**config.mk**
```make
export PLATFORM = sky130hd
export DESIGN_NAME = sdspi_boot_seq
export DESIGN_NICKNAME = d
export VERILOG_FILES = /design/src/rtl/sdi_pkg.sv /design/src/rtl/sdi_delay.sv /design/src/rtl/sdi_r1_decode.sv /design/src/rtl/sdspi_boot_seq.sv
export SDC_FILE = /design/constraint.sdc
export NUM_CORES = 1
export LEC_CHECK = 0
export BUFFER_PORTS_ARGS = -buffer_cell sky130_fd_sc_hd__buf_2
export CORE_MARGIN = 2
export CORE_UTILIZATION = 47
export DETAILED_ROUTE_END_ITERATION = 16
export GPL_ROUTABILITY_DRIVEN = 1
export MAX_ROUTING_LAYER = met4
export PLACE_DENSITY_LB_ADDON = 0.2
export SLEW_MARGIN = 20
export SYNTH_ARGS = -nofsm -noshare
export SYNTH_HDL_FRONTEND = slang
export SYNTH_SLANG_ARGS = --single-unit
```
**constraint.sdc**
```tcl
create_clock -name clk -period 3.4 [get_ports clk]
set_input_delay 0.51 -clock clk [delete_from_list [all_inputs] [get_ports clk]]
set_output_delay 0.51 -clock clk [all_outputs]
set_load 0.01 [all_outputs]
```
**src/rtl/sdi_pkg.sv**
```systemverilog
package sdi_pkg;

  typedef enum logic [3:0] {
    ERR_NONE    = 4'd0,
    ERR_CARD    = 4'd1,
    ERR_IDLE    = 4'd2,
    ERR_ERASE   = 4'd3,
    ERR_ILLEGAL = 4'd4,
    ERR_CRC     = 4'd5,
    ERR_ADDR    = 4'd6,
    ERR_PARAM   = 4'd7,
    ERR_ECHO    = 4'd8,
    ERR_VOLT    = 4'd9
  } err_e;

  typedef enum logic [4:0] {
    ST_BOOT, ST_RAMP, ST_FILL, ST_FILL_W, ST_C0, ST_C0_W, ST_C8, ST_C8_W,
    ST_R7, ST_R7_W, ST_A41, ST_A41_W, ST_GAP, ST_C58, ST_C58_W, ST_OCR,
    ST_OCR_W, ST_END
  } seq_st_e;

  localparam logic [5:0]  IDX_RESET  = 6'd0;
  localparam logic [5:0]  IDX_IFCOND = 6'd8;
  localparam logic [5:0]  IDX_OPCOND = 6'd41;
  localparam logic [5:0]  IDX_OCR    = 6'd58;
  localparam logic [31:0] ARG_IFCOND = 32'h0000_01AA;
  localparam logic [31:0] ARG_HCS    = 32'h4000_0000;
  localparam logic [7:0]  ECHO_BYTE  = 8'hAA;
  localparam logic [7:0]  VOLT_OK    = 8'h01;
  localparam logic [7:0]  IDLE_FILL  = 8'hFF;

endpackage

```
**src/rtl/sdi_delay.sv**
```systemverilog
module sdi_delay #(
  parameter int W = 8
) (
  input  logic         clk,
  input  logic         rst,
  input  logic         load,
  input  logic [W-1:0] len,
  output logic         idle
);
  logic [W-1:0] cnt;

  always_ff @(posedge clk) begin
    if (rst)               cnt <= '0;
    else if (load)         cnt <= len;
    else if (cnt != '0)    cnt <= cnt - 1'b1;
  end

  assign idle = (cnt == '0);
endmodule

```
**src/rtl/sdi_r1_decode.sv**
```systemverilog
module sdi_r1_decode
  import sdi_pkg::*;
(
  input  logic [7:0] r1,
  output err_e       code
);
  always_comb begin
    if (r1 == 8'h00)      code = ERR_NONE;
    else if (r1 == 8'hFF) code = ERR_CARD;
    else if (r1[0])       code = ERR_IDLE;
    else if (r1[1])       code = ERR_ERASE;
    else if (r1[2])       code = ERR_ILLEGAL;
    else if (r1[3])       code = ERR_CRC;
    else if (r1[4])       code = ERR_ERASE;
    else if (r1[5])       code = ERR_ADDR;
    else if (r1[6])       code = ERR_PARAM;
    else                  code = ERR_CARD;
  end
endmodule

```
**src/rtl/sdspi_boot_seq.sv**
```systemverilog
module sdspi_boot_seq
  import sdi_pkg::*;
#(
  parameter int RAMP_CYC   = 500000,
  parameter int RETRY_CYC  = 5000000,
  parameter int TRIES      = 10,
  parameter int FILL_BYTES = 80
) (
  input  logic        clk,
  input  logic        rst,
  output logic        cs_n,
  output logic        cmd_go,
  output logic        cmd_app,
  output logic [5:0]  cmd_idx,
  output logic [31:0] cmd_arg,
  input  logic        cmd_done,
  input  logic [7:0]  cmd_r1,
  output logic        xfer_go,
  output logic [7:0]  xfer_tx,
  input  logic        xfer_done,
  input  logic [7:0]  xfer_rx,
  output logic        init_done,
  output logic [3:0]  err_code,
  output logic        is_v2,
  output logic        is_hc
);
  localparam int TMAX = (RAMP_CYC > RETRY_CYC) ? RAMP_CYC : RETRY_CYC;
  localparam int TW   = $clog2(TMAX + 1);
  localparam int BW   = $clog2(FILL_BYTES + 1);
  localparam int NW   = $clog2(TRIES + 1);

  seq_st_e       st;
  logic [BW-1:0] nbyte;
  logic [NW-1:0] tries;
  logic [7:0]    vbyte;
  logic          r58_ok;
  logic          tmr_load, tmr_idle;
  logic [TW-1:0] tmr_len;
  logic          retry_now;
  logic          end_now;
  err_e          end_code;
  err_e          dec;

  sdi_delay #(.W(TW)) u_tmr (
    .clk(clk), .rst(rst), .load(tmr_load), .len(tmr_len), .idle(tmr_idle)
  );

  sdi_r1_decode u_dec (.r1(cmd_r1), .code(dec));

  assign xfer_tx   = IDLE_FILL;
  assign retry_now = (st == ST_A41_W) && cmd_done && cmd_r1[0] &&
                     (tries != NW'(TRIES - 1));
  assign tmr_load  = (st == ST_BOOT) || retry_now;
  assign tmr_len   = (st == ST_BOOT) ? TW'(RAMP_CYC) : TW'(RETRY_CYC);

  // Decide whether this cycle's done pulse terminates the sequence
  always_comb begin
    end_now  = 1'b0;
    end_code = ERR_NONE;
    case (st)
      ST_C0_W: if (cmd_done && cmd_r1 != 8'h01) begin
        end_now  = 1'b1;
        end_code = (cmd_r1 == 8'h00) ? ERR_CARD : dec;
      end
      ST_C8_W: if (cmd_done && cmd_r1 == 8'hFF) begin
        end_now  = 1'b1;
        end_code = dec;
      end
      ST_R7_W: if (xfer_done && nbyte == BW'(3)) begin
        if (xfer_rx != ECHO_BYTE) begin
          end_now  = 1'b1;
          end_code = ERR_ECHO;
        end else if (vbyte != VOLT_OK) begin
          end_now  = 1'b1;
          end_code = ERR_VOLT;
        end
      end
      ST_A41_W: if (cmd_done && !retry_now && cmd_r1 != 8'h00) begin
        end_now  = 1'b1;
        end_code = dec;
      end
      ST_C58_W: if (cmd_done && !is_v2) end_now = 1'b1;
      ST_OCR_W: if (xfer_done && nbyte == BW'(3)) end_now = 1'b1;
      default: ;
    endcase
  end

  always_ff @(posedge clk) begin
    if (rst) begin
      st        <= ST_BOOT;
      cs_n      <= 1'b1;
      cmd_go    <= 1'b0;
      cmd_app   <= 1'b0;
      cmd_idx   <= '0;
      cmd_arg   <= '0;
      xfer_go   <= 1'b0;
      init_done <= 1'b0;
      err_code  <= '0;
      is_v2     <= 1'b0;
      is_hc     <= 1'b0;
      nbyte     <= '0;
      tries     <= '0;
      vbyte     <= '0;
      r58_ok    <= 1'b0;
    end else begin
      cmd_go  <= 1'b0;
      xfer_go <= 1'b0;
      if (end_now) begin
        st        <= ST_END;
        cs_n      <= 1'b1;
        init_done <= 1'b1;
        err_code  <= end_code;
      end else begin
        case (st)
          ST_BOOT: st <= ST_RAMP;
          ST_RAMP: if (tmr_idle) begin
            cs_n  <= 1'b0;
            nbyte <= '0;
            st    <= ST_FILL;
          end
          ST_FILL: begin
            xfer_go <= 1'b1;
            st      <= ST_FILL_W;
          end
          ST_FILL_W: if (xfer_done) begin
            if (nbyte == BW'(FILL_BYTES - 1)) st <= ST_C0;
            else begin
              nbyte <= nbyte + 1'b1;
              st    <= ST_FILL;
            end
          end
          ST_C0: begin
            cmd_go  <= 1'b1;
            cmd_app <= 1'b0;
            cmd_idx <= IDX_RESET;
            cmd_arg <= '0;
            st      <= ST_C0_W;
          end
          ST_C0_W: if (cmd_done) st <= ST_C8;
          ST_C8: begin
            cmd_go  <= 1'b1;
            cmd_app <= 1'b0;
            cmd_idx <= IDX_IFCOND;
            cmd_arg <= ARG_IFCOND;
            st      <= ST_C8_W;
          end
          ST_C8_W: if (cmd_done) begin
            if (cmd_r1[2]) st <= ST_C58;
            else begin
              is_v2 <= 1'b1;
              nbyte <= '0;
              st    <= ST_R7;
            end
          end
          ST_R7: begin
            xfer_go <= 1'b1;
            st      <= ST_R7_W;
          end
          ST_R7_W: if (xfer_done) begin
            if (nbyte == BW'(2)) vbyte <= xfer_rx;
            if (nbyte == BW'(3)) begin
              tries <= '0;
              st    <= ST_A41;
            end else begin
              nbyte <= nbyte + 1'b1;
              st    <= ST_R7;
            end
          end
          ST_A41: begin
            cmd_go  <= 1'b1;
            cmd_app <= 1'b1;
            cmd_idx <= IDX_OPCOND;
            cmd_arg <= ARG_HCS;
            st      <= ST_A41_W;
          end
          ST_A41_W: if (cmd_done) begin
            if (retry_now) begin
              tries <= tries + 1'b1;
              st    <= ST_GAP;
            end else st <= ST_C58;
          end
          ST_GAP: if (tmr_idle) st <= ST_A41;
          ST_C58: begin
            cmd_go  <= 1'b1;
            cmd_app <= 1'b0;
            cmd_idx <= IDX_OCR;
            cmd_arg <= '0;
            st      <= ST_C58_W;
          end
          ST_C58_W: if (cmd_done) begin
            r58_ok <= (cmd_r1 == 8'h00);
            nbyte  <= '0;
            st     <= ST_OCR;
          end
          ST_OCR: begin
            xfer_go <= 1'b1;
            st      <= ST_OCR_W;
          end
          ST_OCR_W: if (xfer_done) begin
            if (nbyte == '0) is_hc <= r58_ok & xfer_rx[6];
            nbyte <= nbyte + 1'b1;
            st    <= ST_OCR;
          end
          default: st <= ST_END;
        endcase
      end
    end
  end
endmodule

```
==> results_dict.tcl <==
set metrics [dict create \
    status "finished clean" \
    vias 3546 \
    fin_skew_ns 0.0122 \
    port_buffers 41 \
    grt.met2_usage_pct 31.6 \
    wl_per_cell_um 13.9 \
    whs_ns 0.400 \
    grt_pass1_vias 3155 \
    postCtsResizedCells 0 \
    die_h_um 95.6 \
    setup_violations 0 \
    tns_ns 0 \
    cts_setup_buffers 0 \
    fin_crit_sh_pct 85.7 \
    syn_area_per_cell_um2 7.83 \
    critPathMaxStageDelay_ns 0.84 \
    yosysTopAreaCellShare_pct 33.0 \
    fin_nets 559 \
    antenna_found_initial 0 \
    yosysMostFrequentCell "nor2_1" \
    grt_usage_pct 21.0 \
    postRouteWirelength_um 8970 \
    synth-seq-cells 65 \
    num_antenna_cells 0 \
    grt_max_degree 43 \
    io-pin-count 77 \
    cp_max_fo 26 \
    synth_area_leaders "dfxtp_1, buf_4, nor2_1, a21oi_1, nand2_1" \
    die_w_um 95.6 \
    hold_viol 0 \
    maxCapViolCount 0 \
    end_kind "flip-flop" \
    routed_via_density 5.51 \
    cp.required_ns 3.69 \
    clock_latency_ns 0.35 \
    place_ws_ns 0.533 \
    ctsHoldBuffers 0 \
    synth_area_um2 3950 \
    critical_path_class "reg -> reg" \
    relSlewSlack_pct 44.5 \
    p_per_area_nw_per_um2 700 \
    ys_warn_count 0 \
    place.detailed.hpwl_um 6480 \
    drcViolationCount 0 \
    async_reset_ff_share_pct 0 \
    hold_class "in -> reg" \
    netlist_top_cells_count "nor2_1, dfxtp_1, buf_4" \
    path_clk_slew_ns 0.08 \
    initial_utilization_pct 48.3 \
    drive_gt1_share_pct 14.9 \
    synth.distinct_cells 64 \
    clockBufferDepth 2 \
    cts_made_buffers 9 \
    cts_root_buf "clkbuf_8" \
    tightest_slew_ns 0.829 \
    ant_nets 0 \
    grt_pass1_wl_um 14800 \
    arrival_ns 3.21 \
    syn_to_final_growth_pct 8.56 \
    fin_crit_ns 2.91 \
    synth_cells 504 \
    rsz0062_at_grt "no" \
    ys.flop_type "dfxtp_1" \
    cts_tree "yes" \
    fmax_ghz 0.343 \
    finalPower_mw 3.00 \
    gp_congestion 0.934 \
    grtUsageMet1_pct 28.4 \
    worstPathCellList "and2_0, nor4b_1, a2bb2oi_1, nand3_1, a2111oi_2, a21oi_1, mux2_2" \
    grt-ovfl-total 0 \
    dr.pass1.iters 5 \
    startpoint_type "flip-flop" \
    power_leakage_nw 1.76 \
    ir_worst_vdd_mv 0.241 \
    rows 33 \
    busiest_layer "met2" \
    htreeDepth 3 \
    timing.final.ws_setup_ns 0.486 \
    grtUsageMet3_pct 2.92 \
    yosysSeqAreaShare_pct 33.0 \
    clock-sinks 65 \
    cp_slowest_cell "dfxtp_1" \
    slew_violations 0 \
    synth_top_area_cell "dfxtp_1" \
    drt_iter0_drc 301 \
    core_um2 8180 \
    synth-edff-count 0 \
    die_area_um2 9150 \
]
==> final timing paths <==
| kind | start | end | slack [ns] | cells past startpoint |
|---|---|---|---|---|
| max reg2reg | st[0]$_SDFFE_PP0P_ | nbyte[0]$_SDFFE_PP0P_ | 0.49 | 7 |
| max | st[0]$_SDFFE_PP0P_ | nbyte[0]$_SDFFE_PP0P_ | 0.49 | 7 |
| min | xfer_rx[5] | vbyte[5]$_SDFFE_PP0P_ | 0.40 | 3 |
| min reg2reg | err_code[3]$_SDFFE_PP0P_ | err_code[3]$_SDFFE_PP0P_ | 0.47 | 1 |
==> power by group <==
part	switching (mW)	internal [mW]	total [mW]
sequential	0.187	0.889	1.08
clock	0.333	0.419	0.752
combinational	0.667	0.507	1.17
==> placed cells by master, fill, tap and decap left out, types with 4 or more instances in the layout <==
master,instances
a22oi_1,4
or3_1,7
a21oi_1,32
a211oi_1,4
dfxtp_1,65
xnor2_1,12
nand2b_1,6
nor2b_1,9
clkbuf_8,9
ha_1,6
nand3_1,25
nand2_1,36
nand4_1,4
nor2_1,68
nor3_1,18
inv_1,15
buf_4,7
nand3b_1,4
mux2i_1,11
conb_1,35
xor2_1,11
nor4_1,9
and3_1,8
buf_2,41
o21ai_0,20
and2_1,5
==> cell families (layout without fill, tap and decap cells) <==
family | Yosys count | in the layout | synth area share (%)
mux | 14 | 14 | 3.65
fa+ha+maj | 6 | 6 | 1.90
xor+xnor | 23 | 23 | 5.10
compound gates | 93 | 93 | 15.3
simple gates | 223 | 223 | 29.3
buf+inv | 78 | 79 | 11.6
flops | 65 | 65 | 33.0
other cells | 2 | 35 | 0.190
==> per-layer routing <==
layer / wire length [µm] / share of wire (%) / up-vias
met2: 3930 / 44 / 117
met3: 518 / 5.8 / 15
met1: 4370 / 49 / 1653
li1: - / - / 1761
met5: 0 / 0 / -
met4: 145 / 1.6 / 0
==> registers in the layout, indices dropped and copies added, names as in the netlist <==
register and cells:
cmd_go 1, cmd_arg 2, u_tmr.cnt 23, vbyte 8, is_v2 1, is_hc 1, err_code 4, cmd_app 1
init_done 1, xfer_go 1, nbyte 7, r58_ok 1, cmd_idx 4, tries 4, cs_n 1, st 5
==> critical path, delay by kind of cell (launching register included) <==
family	cells	cell delay (ns)
compound gates	3	0.66
flops	1	0.84
mux	1	0.23
simple gates	3	1.12
==> metrics by stage <==
step	cell area (µm²)	instances	util, %
after CTS	4280	643	52.4
final	4280	643	52.4
after floorplan	4070	537	-
after global placement	4060	627	49.6
after detailed placement	4060	627	49.6
after global routing	4280	643	52.4
==> final cells by class <==
cell class,count,area [µm²]
fill,806,3890
clock buffer,9,124
sequential,65,1300
clock inverter,7,101
multi-input combinational,394,2310
inverter,15,56.3
timing repair buffer,48,258
tap,105,131
Power figures use the tool's default switching activity.
